[config.mk]
export PLATFORM = sky130hd
export DESIGN_NAME = disk_window_decoder
export DESIGN_NICKNAME = d
export VERILOG_FILES = /design/src/rtl/disk_win_pkg.sv /design/src/rtl/disk_win_decode.sv /design/src/rtl/disk_drive_select.sv /design/src/rtl/disk_access_seq.sv /design/src/rtl/disk_window_decoder.sv
export SDC_FILE = /design/constraint.sdc
export NUM_CORES = 1
export LEC_CHECK = 0
export BUFFER_PORTS_ARGS = -buffer_cell sky130_fd_sc_hd__buf_2
export CAP_MARGIN = 15
export CELL_PAD_IN_SITES_DETAIL_PLACEMENT = 1
export CELL_PAD_IN_SITES_GLOBAL_PLACEMENT = 1
export CORE_MARGIN = 8
export CORE_UTILIZATION = 44
export DETAILED_ROUTE_END_ITERATION = 8
export GPL_TIMING_DRIVEN = 0
export PLACE_DENSITY = 0.87
export SLEW_MARGIN = 20
export SYNTH_ARGS = -nofsm -noshare
export SYNTH_HDL_FRONTEND = slang
export SYNTH_HIERARCHICAL = 1
export SYNTH_SLANG_ARGS = --single-unit
[constraint.sdc]
create_clock -name clk -period 9.8 [get_ports clk]
set_input_delay 0.98 -clock clk [delete_from_list [all_inputs] [get_ports clk]]
set_output_delay 0.98 -clock clk [all_outputs]
set_load 0.02 [all_outputs]
[src/rtl/disk_win_pkg.sv]
package disk_win_pkg;

  localparam int NUM_WIN = 5;

  typedef enum logic [1:0] {
    RGN_CMD  = 2'd0,
    RGN_CTL  = 2'd1,
    RGN_BM   = 2'd2,
    RGN_NONE = 2'd3
  } region_e;

  typedef enum logic [1:0] {
    BEAT_BYTE = 2'd0,
    BEAT_HALF = 2'd1,
    BEAT_LO   = 2'd2,
    BEAT_HI   = 2'd3
  } beat_e;

  // half-open range test on widened operands
  function automatic logic in_span(input logic [31:0] addr,
                                   input logic [31:0] base,
                                   input logic [31:0] span);
    return (addr >= base) && ((addr - base) < span);
  endfunction

  function automatic int unsigned max3(input int unsigned a, b, c);
    int unsigned m;
    m = (a > b) ? a : b;
    return (m > c) ? m : c;
  endfunction

  // window number -> region kind
  function automatic region_e region_of(input logic [2:0] w);
    if (w == 3'd4) return RGN_BM;
    return w[0] ? RGN_CTL : RGN_CMD;
  endfunction

endpackage

[src/rtl/disk_win_decode.sv]
module disk_win_decode
  import disk_win_pkg::*;
#(
  parameter int AW       = 16,
  parameter int CMD_SPAN = 8,
  parameter int CTL_SPAN = 4,
  parameter int BM_SPAN  = 16,
  parameter int OFF_W    = 4
) (
  input  logic             clk,
  input  logic             rst_n,
  input  logic             cfg_we,
  input  logic [2:0]       cfg_win,
  input  logic [AW-1:0]    cfg_base,
  input  logic [AW-1:0]    addr,
  output region_e          region,
  output logic             chan,
  output logic [OFF_W-1:0] offset
);

  function automatic int unsigned span_of(input int w);
    if (w == 4) return BM_SPAN;
    return (w % 2 == 1) ? CTL_SPAN : CMD_SPAN;
  endfunction

  logic [NUM_WIN-1:0][AW-1:0] base_q;
  logic [NUM_WIN-1:0]         hit;
  logic [2:0]                 win_idx;
  logic [AW-1:0]              rel;

  always_ff @(posedge clk) begin
    if (!rst_n) begin
      base_q <= '0;
    end else begin
      for (int w = 0; w < NUM_WIN; w++) begin
        if (cfg_we && cfg_win == 3'(w) && cfg_base != '0)
          base_q[w] <= cfg_base;
      end
    end
  end

  for (genvar w = 0; w < NUM_WIN; w++) begin : g_win
    assign hit[w] = in_span(32'(addr), 32'(base_q[w]), 32'(span_of(w)));
  end

  // lowest-numbered hit wins
  always_comb begin
    win_idx = 3'd0;
    for (int w = NUM_WIN - 1; w >= 0; w--) begin
      if (hit[w]) win_idx = 3'(w);
    end
  end

  assign rel    = addr - base_q[win_idx];
  assign offset = OFF_W'(rel);
  assign region = (|hit) ? region_of(win_idx) : RGN_NONE;

  always_comb begin
    if (!(|hit))               chan = 1'b0;
    else if (win_idx == 3'd4)  chan = (rel >= AW'(BM_SPAN / 2));
    else                       chan = win_idx[1];
  end

  p_zero_base_kept_r2: assert property (@(posedge clk) disable iff (!rst_n)
    (cfg_we && (cfg_base == '0 || cfg_win > 3'd4)) |=> $stable(base_q));

endmodule

[src/rtl/disk_drive_select.sv]
module disk_drive_select (
  input  logic       clk,
  input  logic       rst_n,
  input  logic       sel_wr,
  input  logic       sel_chan,
  input  logic       sel_bit,
  output logic [1:0] sel_q
);

  always_ff @(posedge clk) begin
    if (!rst_n)      sel_q <= 2'b00;
    else if (sel_wr) sel_q[sel_chan] <= sel_bit;
  end

  p_sel_hold_r5: assert property (@(posedge clk) disable iff (!rst_n)
    !sel_wr |=> $stable(sel_q));

endmodule

[src/rtl/disk_access_seq.sv]
module disk_access_seq
  import disk_win_pkg::*;
#(
  parameter int OFF_W = 4
) (
  input  logic             clk,
  input  logic             rst_n,
  input  logic             go,
  input  logic             go_write,
  input  logic [1:0]       go_idx,
  input  logic             go_ctl,
  input  logic [OFF_W-1:0] go_off,
  input  beat_e            go_kind,
  input  logic [31:0]      go_wdata,
  input  logic [15:0]      drv_rdata,
  output logic             ready,
  output logic             drv_req,
  output logic             drv_write,
  output logic [1:0]       drv_idx,
  output logic             drv_ctl,
  output logic [OFF_W-1:0] drv_offset,
  output logic [15:0]      drv_wdata,
  output logic             resp_valid,
  output logic [31:0]      resp_data
);

  logic             beat_v, hi_pend;
  beat_e            beat_kind;
  logic [15:0]      hi_data, lo_hold;

  always_ff @(posedge clk) begin
    if (!rst_n) begin
      beat_v     <= 1'b0;
      beat_kind  <= BEAT_BYTE;
      hi_pend    <= 1'b0;
      hi_data    <= '0;
      lo_hold    <= '0;
      drv_write  <= 1'b0;
      drv_idx    <= '0;
      drv_ctl    <= 1'b0;
      drv_offset <= '0;
      drv_wdata  <= '0;
    end else if (hi_pend) begin
      beat_v    <= 1'b1;
      beat_kind <= BEAT_HI;
      drv_wdata <= hi_data;
      lo_hold   <= drv_rdata;
      hi_pend   <= 1'b0;
    end else if (go) begin
      beat_v     <= 1'b1;
      beat_kind  <= go_kind;
      drv_write  <= go_write;
      drv_idx    <= go_idx;
      drv_ctl    <= go_ctl;
      drv_offset <= go_off;
      drv_wdata  <= (go_kind == BEAT_BYTE) ? {8'h00, go_wdata[7:0]} : go_wdata[15:0];
      hi_pend    <= (go_kind == BEAT_LO);
      hi_data    <= go_wdata[31:16];
    end else begin
      beat_v <= 1'b0;
    end
  end

  assign ready      = !hi_pend;
  assign drv_req    = beat_v;
  assign resp_valid = beat_v && !drv_write && (beat_kind != BEAT_LO);

  always_comb begin
    case (beat_kind)
      BEAT_BYTE: resp_data = {24'h0, drv_rdata[7:0]};
      BEAT_HALF: resp_data = {16'h0, drv_rdata};
      BEAT_HI:   resp_data = {drv_rdata, lo_hold};
      default:   resp_data = '0;
    endcase
  end

  p_split_order_r7: assert property (@(posedge clk) disable iff (!rst_n)
    (beat_v && beat_kind == BEAT_LO) |=> (beat_v && beat_kind == BEAT_HI && $stable(drv_idx)));
  p_busy_in_low_beat_r7: assert property (@(posedge clk) disable iff (!rst_n)
    (beat_v && beat_kind == BEAT_LO) |-> !ready);
  p_no_go_while_split_r7: assert property (@(posedge clk) disable iff (!rst_n)
    hi_pend |-> !go);

endmodule

[src/rtl/disk_window_decoder.sv]
module disk_window_decoder
  import disk_win_pkg::*;
#(
  parameter int AW       = 16,
  parameter int CMD_SPAN = 8,
  parameter int CTL_SPAN = 4,
  parameter int BM_SPAN  = 16,
  parameter int SEL_OFF  = 6,
  parameter int SEL_BIT  = 4,
  localparam int OFF_W   = $clog2(max3(CMD_SPAN, CTL_SPAN, BM_SPAN))
) (
  input  logic             clk,
  input  logic             rst_n,
  input  logic             io_en,
  input  logic             cfg_we,
  input  logic [2:0]       cfg_win,
  input  logic [AW-1:0]    cfg_base,
  input  logic [3:0]       drv_present,
  input  logic             req_valid,
  output logic             req_ready,
  input  logic             req_write,
  input  logic [1:0]       req_size,
  input  logic [AW-1:0]    req_addr,
  input  logic [31:0]      req_wdata,
  output logic [1:0]       dec_region,
  output logic             dec_chan,
  output logic [OFF_W-1:0] dec_offset,
  output logic             dec_miss,
  output logic             dec_size_err,
  output logic             drv_req,
  output logic             drv_write,
  output logic [1:0]       drv_idx,
  output logic             drv_ctl,
  output logic [OFF_W-1:0] drv_offset,
  output logic [15:0]      drv_wdata,
  input  logic [15:0]      drv_rdata,
  output logic             resp_valid,
  output logic [31:0]      resp_data
);

  region_e    rgn;
  logic       accept, is_reg, data_port, size_ok, sel_wr, drive_bit, go;
  logic [1:0] sel_q, tgt_idx;
  beat_e      kind;

  disk_win_decode #(
    .AW(AW), .CMD_SPAN(CMD_SPAN), .CTL_SPAN(CTL_SPAN), .BM_SPAN(BM_SPAN), .OFF_W(OFF_W)
  ) u_decode (
    .clk(clk), .rst_n(rst_n), .cfg_we(cfg_we), .cfg_win(cfg_win), .cfg_base(cfg_base),
    .addr(req_addr), .region(rgn), .chan(dec_chan), .offset(dec_offset)
  );

  assign dec_region = rgn;
  assign accept     = req_valid && req_ready && io_en;
  assign is_reg     = (rgn == RGN_CMD) || (rgn == RGN_CTL);
  assign data_port  = (rgn == RGN_CMD) && (dec_offset == '0);
  assign size_ok    = data_port ? (req_size == 2'd1 || req_size == 2'd2) : (req_size == 2'd0);

  assign dec_miss     = accept && (rgn == RGN_NONE);
  assign dec_size_err = accept && is_reg && !size_ok;

  // drive-select snoop
  assign sel_wr    = accept && req_write && (rgn == RGN_CMD) &&
                     (dec_offset == OFF_W'(SEL_OFF)) && (req_size == 2'd0);
  assign drive_bit = sel_wr ? req_wdata[SEL_BIT] : sel_q[dec_chan];
  assign tgt_idx   = {dec_chan, drive_bit};
  assign go        = accept && is_reg && size_ok && drv_present[tgt_idx];

  always_comb begin
    case (req_size)
      2'd0:    kind = BEAT_BYTE;
      2'd1:    kind = BEAT_HALF;
      default: kind = BEAT_LO;
    endcase
  end

  disk_drive_select u_select (
    .clk(clk), .rst_n(rst_n), .sel_wr(sel_wr), .sel_chan(dec_chan),
    .sel_bit(req_wdata[SEL_BIT]), .sel_q(sel_q)
  );

  disk_access_seq #(.OFF_W(OFF_W)) u_seq (
    .clk(clk), .rst_n(rst_n), .go(go), .go_write(req_write), .go_idx(tgt_idx),
    .go_ctl(rgn == RGN_CTL), .go_off(dec_offset), .go_kind(kind), .go_wdata(req_wdata),
    .drv_rdata(drv_rdata), .ready(req_ready), .drv_req(drv_req), .drv_write(drv_write),
    .drv_idx(drv_idx), .drv_ctl(drv_ctl), .drv_offset(drv_offset), .drv_wdata(drv_wdata),
    .resp_valid(resp_valid), .resp_data(resp_data)
  );

  p_miss_no_access_r4: assert property (@(posedge clk) disable iff (!rst_n)
    dec_miss |=> !drv_req);
  p_size_err_no_access_r8: assert property (@(posedge clk) disable iff (!rst_n)
    dec_size_err |=> !drv_req);
  p_io_off_ignored_r9: assert property (@(posedge clk) disable iff (!rst_n)
    (req_valid && req_ready && !io_en) |=> (!drv_req && $stable(sel_q)));
  p_idx_tracks_sel_r6: assert property (@(posedge clk) disable iff (!rst_n)
    drv_req |-> (drv_idx[0] == sel_q[drv_idx[1]]));
  p_bm_no_access_r10: assert property (@(posedge clk) disable iff (!rst_n)
    (accept && rgn == RGN_BM) |=> !drv_req);

endmodule

==> results_dict.tcl <==
set metrics [dict create \
    status "finished with violations" \
    failed_checks "negative setup slack" \
    placed_cells 1938 \
    start_util_pct 44.4 \
    synth_seq_area_share_pct 24.0 \
    power_leakage_nw 5.64 \
    drc 0 \
    die_area_sq_um 32500 \
    fillCellCount 3232 \
    crit_required_ps 10150 \
    multi_input_area_sq_um 8590 \
    endpoint_kind "flop" \
    synth_edf_count 0 \
    grt_max_degree 20 \
    crit_path_max_incr_delay_ps 570 \
    synth_commonest_cells "mux2i_1 (185), dfxtp_1 (142), nor2b_1 (119)" \
    htreeDepth 4 \
    overflow 0 \
    powerDensity_nw_per_um2 121 \
    rows 60 \
    p_total_mw 1.70 \
    worstSkewPairLatency_ps 450 \
    arrival_ps 10310 \
    fp.dieH_um 180 \
    crit_fanout 10 \
    seqCellArea_sq_um 2840 \
    finalSetupViolCount 13 \
    p_int_mw 1.13 \
    yosysMostFrequentCell "mux2i_1" \
    fin_nets 1815 \
    port_buffers 162 \
    hpwl_um 34700 \
    max_freq_mhz 100 \
    grt_pass1_wl_um 77100 \
    hp-class "flop to flop" \
    fin_skew_ps 14.1 \
    comb_power_share_pct 23.6 \
    setup_tns_ps -434 \
    synth_nets 1629 \
    grt_pass1_vias 13609 \
    dr.pass1.iters 5 \
    worst_setup_path_start_kind "primary input" \
    synth_top_family_by_area "simple AND/OR/NAND/NOR gates" \
    max_slew_margin_pct 22.2 \
    layout.cells.non_filler 1976 \
    gp_congestion 0.944 \
    cts_made_buffers 17 \
    clockBufferDepth 2 \
    die_w_um 180 \
    setup_slack_ps -159 \
    synth_compound_area_share_pct 19.6 \
    clock-sinks 142 \
    ir_worst_vdd_mv 0.128 \
    ys.flop_type "dfxtp_1" \
    hold_path_depth 2 \
    fp.coreArea_sq_um 26700 \
    clk_pin_slew_worst_paths_ps 70 \
    drv_cap 0 \
    synth_warnings 6 \
    synth_area_per_cell_sq_um 8.27 \
    swShare_pct 33.4 \
    wl_um 52400 \
    dr.first_iter.drc_count 1268 \
    synthMuxAreaShare_pct 16.2 \
    final_hold_viol_count 0 \
    drv_slew 0 \
    clkPwrFrac_pct 41.7 \
    pwr-share-seq_pct 34.8 \
    ys_ff_latch 142 \
    synth_top_cell_by_area "dfxtp_1" \
    drive_above_1_share_pct 17.1 \
    yosys-top-cells-area "dfxtp_1 (24%), mux2i_1 (16%), ha_1 (10%)" \
    async_reset_ff_share_pct 0 \
    synth_fa_ha_area_share_pct 10.5 \
    critical_path_class "primary input to flop" \
    antenna_found_initial 1 \
    io_pins 163 \
    syn_inst 1435 \
    synthXorXnorAreaFrac_pct 1.33 \
    r2r_cells 38 \
    synthSimpleGateAreaFrac_pct 22.6 \
    fin_crit_sh_pct 102 \
    ys_types 88 \
    ant_nets 0 \
    vias_per_cell 6.57 \
    fin_crit_ps 9960 \
    vias 12984 \
    netlist_area_sq_um 11900 \
    worstMarginPinSlew_ps 1160 \
    cts_tree "done" \
    switchingPower_uw 570 \
    yosys.area.top_type_share_pct 24.0 \
    cts_root_buf "clkbuf_16" \
    wl_per_cell_um 26.5 \
    cp_slowest_cell "mux2i_1" \
    grt_use_total_pct 29.6 \
    syn_to_final_growth_pct 18.5 \
]
-- cells in the final DEF, fill, tap and decap left out, types with 55 or more instances in the layout --
cell	count
a21oi_1	68
buf_2	165
dfxtp_1	142
ha_1	95
inv_1	114
mux2i_1	179
nand2_1	109
nor2_1	55
nor2b_1	119
o21ai_0	56
-- area by class of cell --
| type | instances | area share [%] |
|---|---|---|
| multi-input cells | 1125 | 61.1 |
| flip-flops and latches | 142 | 20.2 |
| repair buffers | 170 | 6.25 |
| clock buffers | 20 | 3.32 |
| inverters | 115 | 3.07 |
| well taps | 341 | 3.03 |
| plain buffers | 50 | 1.96 |
| clock inverters | 12 | 1.08 |
| diodes | 1 | 0.0178 |
-- kinds of logic after synthesis --
| logic type | Yosys count |
|---|---|
| compound gates | 338 |
| xor+xnor | 18 |
| fa+ha+maj | 99 |
| buf+inv | 168 |
| flops | 142 |
| mux | 190 |
| simple gates | 480 |
-- state kept, by name, indices dropped and copies added (netlist names) --
register / flops
u_decode/base_q: 80
u_seq/drv_wdata: 16
u_seq/hi_data: 16
u_seq/lo_hold: 16
u_seq/drv_offset: 4
u_select/sel_q: 2
u_seq/beat_kind: 2
u_seq/drv_idx: 2
u_seq/drv_ctl: 1
u_seq/drv_req: 1
u_seq/drv_write: 1
u_seq/hi_pend: 1
-- final timing paths --
path / startpoint / endpoint / slack, ps
setup / recovery: req_addr[4] / u_seq/hi_data[0] / -160
hold / removal: u_seq/hi_data[8] / u_seq/hi_data[8] / 460
setup reg to reg: u_decode/base_q[17] / u_seq/hi_data[0] / 100
hold reg to reg: u_seq/hi_data[8] / u_seq/hi_data[8] / 460
-- per-stage QoR --
stage | instance area (sq um) | utilization (%) | setup slack (ps) | hold WS [ps]
2_1_floorplan | 11900 | - | 669 | 431
3_3_place_gp | 13100 | 49.0 | -1370 | 440
3_5_place_dp | 13100 | 49.0 | -1740 | 445
4_1_cts | 13800 | 51.7 | 68.4 | 457
5_1_grt | 14100 | 52.6 | -375 | 475
6_report | 14100 | 52.6 | -159 | 456
-- timing repair --
action | CTS | global route
pin swaps | 1 | 2
endpoints found under the setup margin | 45 | 45
hold buffers | 0 | 0
resized for setup | 26 | 41
setup buffers | 3 | 5
-- critical path, delay by kind of cell --
kind                       cells  cell delay, ps
AOI/OAI and AO/OA             14            3070
xor gates and xnor gates       2             540
adders and majority gates      2             680
buffers and inverters          6            1390
muxes                          6            1920
and+or+nand+nor                8            1690
-- layer usage --
metal / up-vias / part of all wire [%] / GRT usage [%]
met5: - / 0 / 0
met4: 0 / 6.6 / 17.5
met3: 267 / 8.6 / 6.94
met2: 793 / 46 / 48.9
met1: 6315 / 39 / 34.5
li1: 5609 / - / -
-- power groups by stage --
stage / Clock, mW / Sequential, mW / Combinational [mW]
6_report: 0.710 / 0.592 / 0.401
5_1_grt: 0.733 / 0.592 / 0.424
4_1_cts: 0.698 / 0.591 / 0.370
3_5_place_dp: 0 / 0.604 / 0.357
3_3_place_gp: 0 / 0.603 / 0.339
2_1_floorplan: 0 / 0.601 / 0.236
No activity file was read; power rests on OpenSTA's default activity.
